### config.mk
export PLATFORM = sky130hd
export DESIGN_NAME = pmu_event_monitor
export DESIGN_NICKNAME = d
export VERILOG_FILES = /design/src/rtl/pmu_pkg.sv /design/src/rtl/pmu_datapath.sv /design/src/rtl/pmu_ctrl.sv /design/src/rtl/pmu_event_monitor.sv
export SDC_FILE = /design/constraint.sdc
export NUM_CORES = 1
export LEC_CHECK = 0
export BUFFER_PORTS_ARGS = -buffer_cell sky130_fd_sc_hd__buf_2
export CAP_MARGIN = 15
export CORE_AREA = 5 5 157 159
export CTS_BUF_LIST = sky130_fd_sc_hd__clkbuf_8
export CTS_CLUSTER_DIAMETER = 40
export CTS_CLUSTER_SIZE = 14
export DETAILED_ROUTE_END_ITERATION = 8
export DIE_AREA = 0 0 162 164
export PLACE_DENSITY = 0.58
export SLEW_MARGIN = 25
export SYNTH_ARGS = -nofsm -noshare
export SYNTH_HDL_FRONTEND = slang
export SYNTH_SLANG_ARGS = --single-unit
### constraint.sdc
create_clock -name clk -period 2.8 [get_ports clk]
set_clock_uncertainty 0.05 [all_clocks]
set_input_delay 0.7 -clock clk [delete_from_list [all_inputs] [get_ports clk]]
set_output_delay 0.7 -clock clk [all_outputs]
set_load 0.005 [all_outputs]
### src/rtl/pmu_pkg.sv
package pmu_pkg;
  localparam int DATA_W = 32;
  localparam int CODE_W = 8;
  localparam logic [CODE_W-1:0] CODE_PARK = 8'hFF;

  // Strobes from the control side to the counting datapath.
  typedef struct packed {
    logic                         enable;
    logic                         div64;
    logic                         evRst;
    logic                         cycRst;
    logic                         wrCyc;
    logic [1:0]                   wrEv;
    logic [DATA_W-1:0]            wdata;
    logic [1:0][CODE_W-1:0]       code;
  } strobe_t;
endpackage

### src/rtl/pmu_datapath.sv
module pmu_datapath
  import pmu_pkg::*;
#(
  parameter int NUM_EVT  = 24,
  parameter int PRESCALE = 64
) (
  input  logic                   clk,
  input  logic                   rstN,
  input  strobe_t                strb,
  input  logic [NUM_EVT-1:0]     evtIn,
  output logic [DATA_W-1:0]      cycCnt,
  output logic [1:0][DATA_W-1:0] evCnt,
  output logic [2:0]             wrapPulse   // {cycle, event1, event0}
);
  localparam int PW = (PRESCALE > 1) ? $clog2(PRESCALE) : 1;
  localparam logic [PW-1:0] PRE_LAST = PW'(PRESCALE - 1);

  logic [PW-1:0] preCnt;
  logic          cycTick;
  logic          cycInc;

  assign cycTick = !strb.div64 || (preCnt == PRE_LAST);
  assign cycInc  = strb.enable && cycTick;

  always_ff @(posedge clk or negedge rstN) begin
    if (!rstN)                         preCnt <= '0;
    else if (strb.cycRst || !strb.div64) preCnt <= '0;
    else if (strb.enable)              preCnt <= (preCnt == PRE_LAST) ? '0 : preCnt + 1'b1;
  end

  always_ff @(posedge clk or negedge rstN) begin
    if (!rstN)             cycCnt <= '0;
    else if (strb.wrCyc)   cycCnt <= strb.wdata;
    else if (strb.cycRst)  cycCnt <= '0;
    else if (cycInc)       cycCnt <= cycCnt + 1'b1;
  end

  assign wrapPulse[2] = cycInc && !strb.wrCyc && !strb.cycRst && (cycCnt == '1);

  for (genvar g = 0; g < 2; g++) begin : g_evt
    logic hit;
    logic evInc;

    always_comb begin
      hit = 1'b0;
      for (int e = 0; e < NUM_EVT; e++) begin
        if (strb.code[g] == CODE_W'(e) && strb.code[g] != CODE_PARK) hit = evtIn[e];
      end
    end

    assign evInc = strb.enable && hit;

    always_ff @(posedge clk or negedge rstN) begin
      if (!rstN)               evCnt[g] <= '0;
      else if (strb.wrEv[g])   evCnt[g] <= strb.wdata;
      else if (strb.evRst)     evCnt[g] <= '0;
      else if (evInc)          evCnt[g] <= evCnt[g] + 1'b1;
    end

    assign wrapPulse[g] = evInc && !strb.wrEv[g] && !strb.evRst && (evCnt[g] == '1);

    // a disabled event counter only moves by write or reset
    p_hold_event_r1: assert property (@(posedge clk) disable iff (!rstN)
      (!strb.enable && !strb.wrEv[g] && !strb.evRst) |=> $stable(evCnt[g]));

    // a parked counter never advances
    p_parked_r3: assert property (@(posedge clk) disable iff (!rstN)
      (strb.code[g] == CODE_PARK && !strb.wrEv[g] && !strb.evRst) |=> $stable(evCnt[g]));

    // a direct write lands exactly as written
    p_write_wins_r6: assert property (@(posedge clk) disable iff (!rstN)
      strb.wrEv[g] |=> (evCnt[g] == $past(strb.wdata)));
  end

  // a disabled cycle counter only moves by write or reset
  p_hold_cycle_r1: assert property (@(posedge clk) disable iff (!rstN)
    (!strb.enable && !strb.wrCyc && !strb.cycRst) |=> $stable(cycCnt));

  // cycle reset bit zeroes the cycle counter unless a write overrides it
  p_cyc_reset_r4: assert property (@(posedge clk) disable iff (!rstN)
    (strb.cycRst && !strb.wrCyc) |=> (cycCnt == '0));
endmodule

### src/rtl/pmu_ctrl.sv
module pmu_ctrl
  import pmu_pkg::*;
(
  input  logic                   clk,
  input  logic                   rstN,
  input  logic                   busWr,
  input  logic [1:0]             busAddr,
  input  logic [DATA_W-1:0]      busWdata,
  output logic [DATA_W-1:0]      busRdata,
  input  logic [DATA_W-1:0]      cycCnt,
  input  logic [1:0][DATA_W-1:0] evCnt,
  input  logic [2:0]             wrapPulse,
  output strobe_t                strb,
  output logic                   irq
);
  logic                   runEn;
  logic                   divMode;
  logic [2:0]             intEn;    // {cycle, event1, event0}
  logic [2:0]             ovfFlag;  // {cycle, event1, event0}
  logic [1:0][CODE_W-1:0] evCode;
  logic                   ctrlWr;
  logic [2:0]             clrMask;

  assign ctrlWr  = busWr && (busAddr == 2'd0);
  assign clrMask = ctrlWr ? busWdata[10:8] : 3'b000;

  always_ff @(posedge clk or negedge rstN) begin
    if (!rstN) begin
      runEn   <= 1'b0;
      divMode <= 1'b0;
      intEn   <= '0;
      evCode  <= {CODE_PARK, CODE_PARK};
    end else if (ctrlWr) begin
      runEn     <= busWdata[0];
      divMode   <= busWdata[3];
      intEn     <= busWdata[6:4];
      evCode[0] <= busWdata[19:12];
      evCode[1] <= busWdata[27:20];
    end
  end

  // A wrap in the same cycle as a clear keeps the flag set.
  always_ff @(posedge clk or negedge rstN) begin
    if (!rstN) ovfFlag <= '0;
    else       ovfFlag <= (ovfFlag & ~clrMask) | wrapPulse;
  end

  always_comb begin
    strb.enable = runEn;
    strb.div64  = divMode;
    strb.evRst  = ctrlWr && busWdata[1];
    strb.cycRst = ctrlWr && busWdata[2];
    strb.wrCyc  = busWr && (busAddr == 2'd1);
    strb.wrEv   = {busWr && (busAddr == 2'd3), busWr && (busAddr == 2'd2)};
    strb.wdata  = busWdata;
    strb.code   = evCode;
  end

  always_comb begin
    unique case (busAddr)
      2'd0: busRdata = {4'b0, evCode[1], evCode[0], 1'b0, ovfFlag, 1'b0,
                        intEn, divMode, 2'b00, runEn};
      2'd1: busRdata = cycCnt;
      2'd2: busRdata = evCnt[0];
      default: busRdata = evCnt[1];
    endcase
  end

  assign irq = |(ovfFlag & intEn);

  for (genvar i = 0; i < 3; i++) begin : g_chk
    // a wrap always sets its flag
    p_wrap_sets_r7: assert property (@(posedge clk) disable iff (!rstN)
      wrapPulse[i] |=> ovfFlag[i]);
    // a set flag stays set unless written with a 1
    p_flag_sticky_r7: assert property (@(posedge clk) disable iff (!rstN)
      (ovfFlag[i] && !(ctrlWr && busWdata[8+i])) |=> ovfFlag[i]);
    // a clear without a racing wrap empties the flag
    p_w1c_r8: assert property (@(posedge clk) disable iff (!rstN)
      (ctrlWr && busWdata[8+i] && !wrapPulse[i]) |=> !ovfFlag[i]);
    // an enabled wrap raises the interrupt
    p_irq_raise_r9: assert property (@(posedge clk) disable iff (!rstN)
      (wrapPulse[i] && intEn[i] && !ctrlWr) |=> irq);
  end
endmodule

### src/rtl/pmu_event_monitor.sv
module pmu_event_monitor
  import pmu_pkg::*;
#(
  parameter int NUM_EVT  = 24,
  parameter int PRESCALE = 64
) (
  input  logic               clk,
  input  logic               rstN,
  input  logic               busWr,
  input  logic [1:0]         busAddr,
  input  logic [31:0]        busWdata,
  output logic [31:0]        busRdata,
  input  logic [NUM_EVT-1:0] evtIn,
  output logic               irq
);
  strobe_t                strb;
  logic [DATA_W-1:0]      cycCnt;
  logic [1:0][DATA_W-1:0] evCnt;
  logic [2:0]             wrapPulse;

  pmu_ctrl u_ctrl (
    .clk       (clk),
    .rstN      (rstN),
    .busWr     (busWr),
    .busAddr   (busAddr),
    .busWdata  (busWdata),
    .busRdata  (busRdata),
    .cycCnt    (cycCnt),
    .evCnt     (evCnt),
    .wrapPulse (wrapPulse),
    .strb      (strb),
    .irq       (irq)
  );

  pmu_datapath #(.NUM_EVT(NUM_EVT), .PRESCALE(PRESCALE)) u_dp (
    .clk       (clk),
    .rstN      (rstN),
    .strb      (strb),
    .evtIn     (evtIn),
    .cycCnt    (cycCnt),
    .evCnt     (evCnt),
    .wrapPulse (wrapPulse)
  );
endmodule

==> impl_metrics.toml <==
[global_routing]
use_met1 = 0.3464
grt-ovfl-total = 0
antenna_found_initial = 0
grt_usage = 0.2424
grt_pass1_vias = 8480
busiest_layer = "met2"
gr-usage-met3 = 0.03915
use_met2 = 0.3796
grt_first_pass_wirelength_um = 49910
grt_start_max_net_pins = 44

[power_and_ir_drop]
p_seq_frac = 0.435
p_total_mw = 5.837
p_per_area_nw_per_um2 = 547.0
intPower_mw = 3.863
power.share.switching = 0.3383
vdd_drop_max_mv = 0.2540
pwr-share-comb = 0.264
switchingPower_mw = 1.975
power_leakage_nw = 4.333
clkPwrFrac = 0.301

[die]
start_util = 0.3897
core-area_um2 = 23120
dieWidth_um = 162
placement_rows = 56
die_area_um2 = 26570
die_h_um = 164
ios = 94

[critical_path]
end_kind = "primary output"
reg2reg_slack_ns = 0.08
arrival_ns = 1.97
criticalPathCategory = "input port to primary output"
start_kind = "input port"
reg2regPathDepth = 9
r2r-end = "u_dp.evCnt[44]"
required_ns = 2.05
r2r_start = "u_ctrl.strb[8]"
path_max_fanout = 11

[finish]
area_growth_pct = 18.43
finish.net_count = 1185
final_core_util = 0.4615
layout_common_cells = "171 x nand2_1, 110 x dfrtp_1, 92 x buf_2, 85 x o21ai_0, 76 x a21oi_1"
drive_above_1_share = 0.2833
final_common_cell = "nand2_1"
antenna-diode-count = 0

[clock_network]
ctsHoldBuffers = 0
h-tree-depth = 4
cts_tree = "built"
cts.sinks = 126
cts.clk_slew.worst_paths_ns = 0.08
cts_buffers = 17
clk_latency_ns = 0.48
cts_buffer_depth = 2
cts-root-buf = "clkbuf_8"

[worst_hold_path]
worstHoldPathType = "input port to asynchronous set/reset pin"

[timing]
hold_viol = 0
slew_violations = 0
setup_tns_ns = 0
min_period_ns = 2.724
final-setup-viol-count = 0
clock.fmax_mhz = 367.1
finalCritPeriodShare = 0.9728
slew_headroom = 0.5525
holdWs_ns = 0.1308
worstMarginPinSlew_ns = 0.6698
rsz0062_at_grt = "true"
worst_slack_ns = 0.07611

[run]
drv_cap = 0

[routing]
routedWlPerCell_um = 22.47
via_per_inst = 6.190
drc = 0
first_iter_violations = 890
finalWirelength_um = 31980
drtAntennaViolNets = 0
first_pass_iters = 8
vias = 8808

[yosys]
synth_fp_nets = 1058
yosys-top-cells-area = "dfrtp_1 31%, nand2_1 7.1%, mux4_2 7.0%, o21ai_0 4.7%, dfstp_2 4.7%"
synth-async-reset-ratio = 1.000
syn_inst = 993
synth_seq_cells = 126
synth.top_cell.area_share = 0.3055
dominantRegCellSynth = "dfrtp_1"
avgSynthCellArea_um2 = 9.075
ys_warn_count = 0
yosysUniqueCellTypes = 84
synth-edff-count = 0
synth_area_leader_cell = "dfrtp_1"
ys_seq_area_frac = 0.3521
syn_area_um2 = 9011

[placement]
numPortBuffers = 93
dp_hpwl_um = 23820
post-place-ws_ns = -0.2256
gp_congestion = 0.9092

[outcome]
status = "finished, final reports clean"
[repair_timing]
action,CTS,global route
gates resized for setup,1,3
setup buffers,0,3
pin swaps,0,2
endpoints found under the setup margin,2,24
[power groups by stage]
stage / Clock (mW) / Combinational [mW] / Sequential, mW
floorplan: 0 / 1.02 / 2.38
global placement: 0 / 1.49 / 2.56
detailed placement: 0 / 1.51 / 2.56
CTS: 1.77 / 1.52 / 2.53
global route: 1.86 / 1.68 / 2.58
finish: 1.76 / 1.54 / 2.54
[kinds of logic after synthesis]
family | count (synthesis) | synth area share
and+or+nand+nor | 356 | 0.1880
muxes | 72 | 0.1252
DFF | 126 | 0.3521
adders and majority gates | 4 | 0.005554
buffers and inverters | 87 | 0.04929
xor gates and xnor gates | 25 | 0.02430
AOI/OAI and AO/OA | 323 | 0.2555
[state kept, by name, summed over array words and instances (netlist names)]
name            cells
u_ctrl.runEn        1
u_dp.evCnt         64
u_ctrl.intEn        3
u_ctrl.divMode      1
u_dp.cycCnt        32
u_ctrl.ovfFlag      3
u_ctrl.strb        16
u_dp.preCnt         6
[per-stage QoR]
stage	cell area, um2	cells
finish	10670	1423
global route	10670	1423
CTS	10640	1420
detailed placement	10200	1388
global placement	10200	1388
floorplan	9012	993
[cells in the mapped netlist (all sizes together), types with 5 or more instances]
library cell    n
xnor2           9
or2            10
mux2           30
a21oi          80
o41ai           5
or3             7
nand3          43
a221oi          9
dfstp          16
nand4          18
clkbuf         31
dfrtp         110
a22oi          25
and2           13
mux4           29
and3           15
nor2           33
a2bb2oi        13
mux2i          13
nand2         171
xor2           16
inv            24
a31oi           5
nor4            7
o31ai          14
o211ai          7
o21ai          94
buf            31
nor3           17
a22o           12
o2bb2a         18
[critical path, stage by stage]
cell and delay [ns]:
buf_2 0.29, buf_4 0.28, mux4_2 0.54, buf_2 0.15
[how the worst max path moves through the flow]
stage	end	slack [ns]	depth (start not counted)	start
2_1_floorplan	busRdata[18]	0.004	4	busAddr[1]
3_3_place_gp	u_dp.evCnt[28]	-0.20	8	evtIn[16]
3_5_place_dp	u_dp.evCnt[28]	-0.23	8	evtIn[16]
4_1_cts	u_dp.evCnt[12]	0.01	7	u_ctrl.strb[0]
5_1_grt	u_dp.evCnt[21]	-0.03	8	u_ctrl.strb[0]
6_report	busRdata[19]	0.08	4	busAddr[0]
[layer usage]
| layer | wire [um] | share of wire | vias up |
|---|---|---|---|
| met5 | 0 | 0 | - |
| met4 | 822 | 0.026 | 0 |
| met3 | 2115 | 0.066 | 66 |
| met2 | 14680 | 0.46 | 377 |
| met1 | 14360 | 0.45 | 4372 |
| li1 | - | - | 3993 |
[cell type report]
type,count,area [um2]
repair buffers,171,1179
fillers,2299,12450
flip-flops and latches,126,3173
clock inverters,10,120.1
multi-input cells,780,5444
inverters,24,90.09
clock buffers,22,302.8
well taps,290,362.8
(Power assumes the default switching activity.)
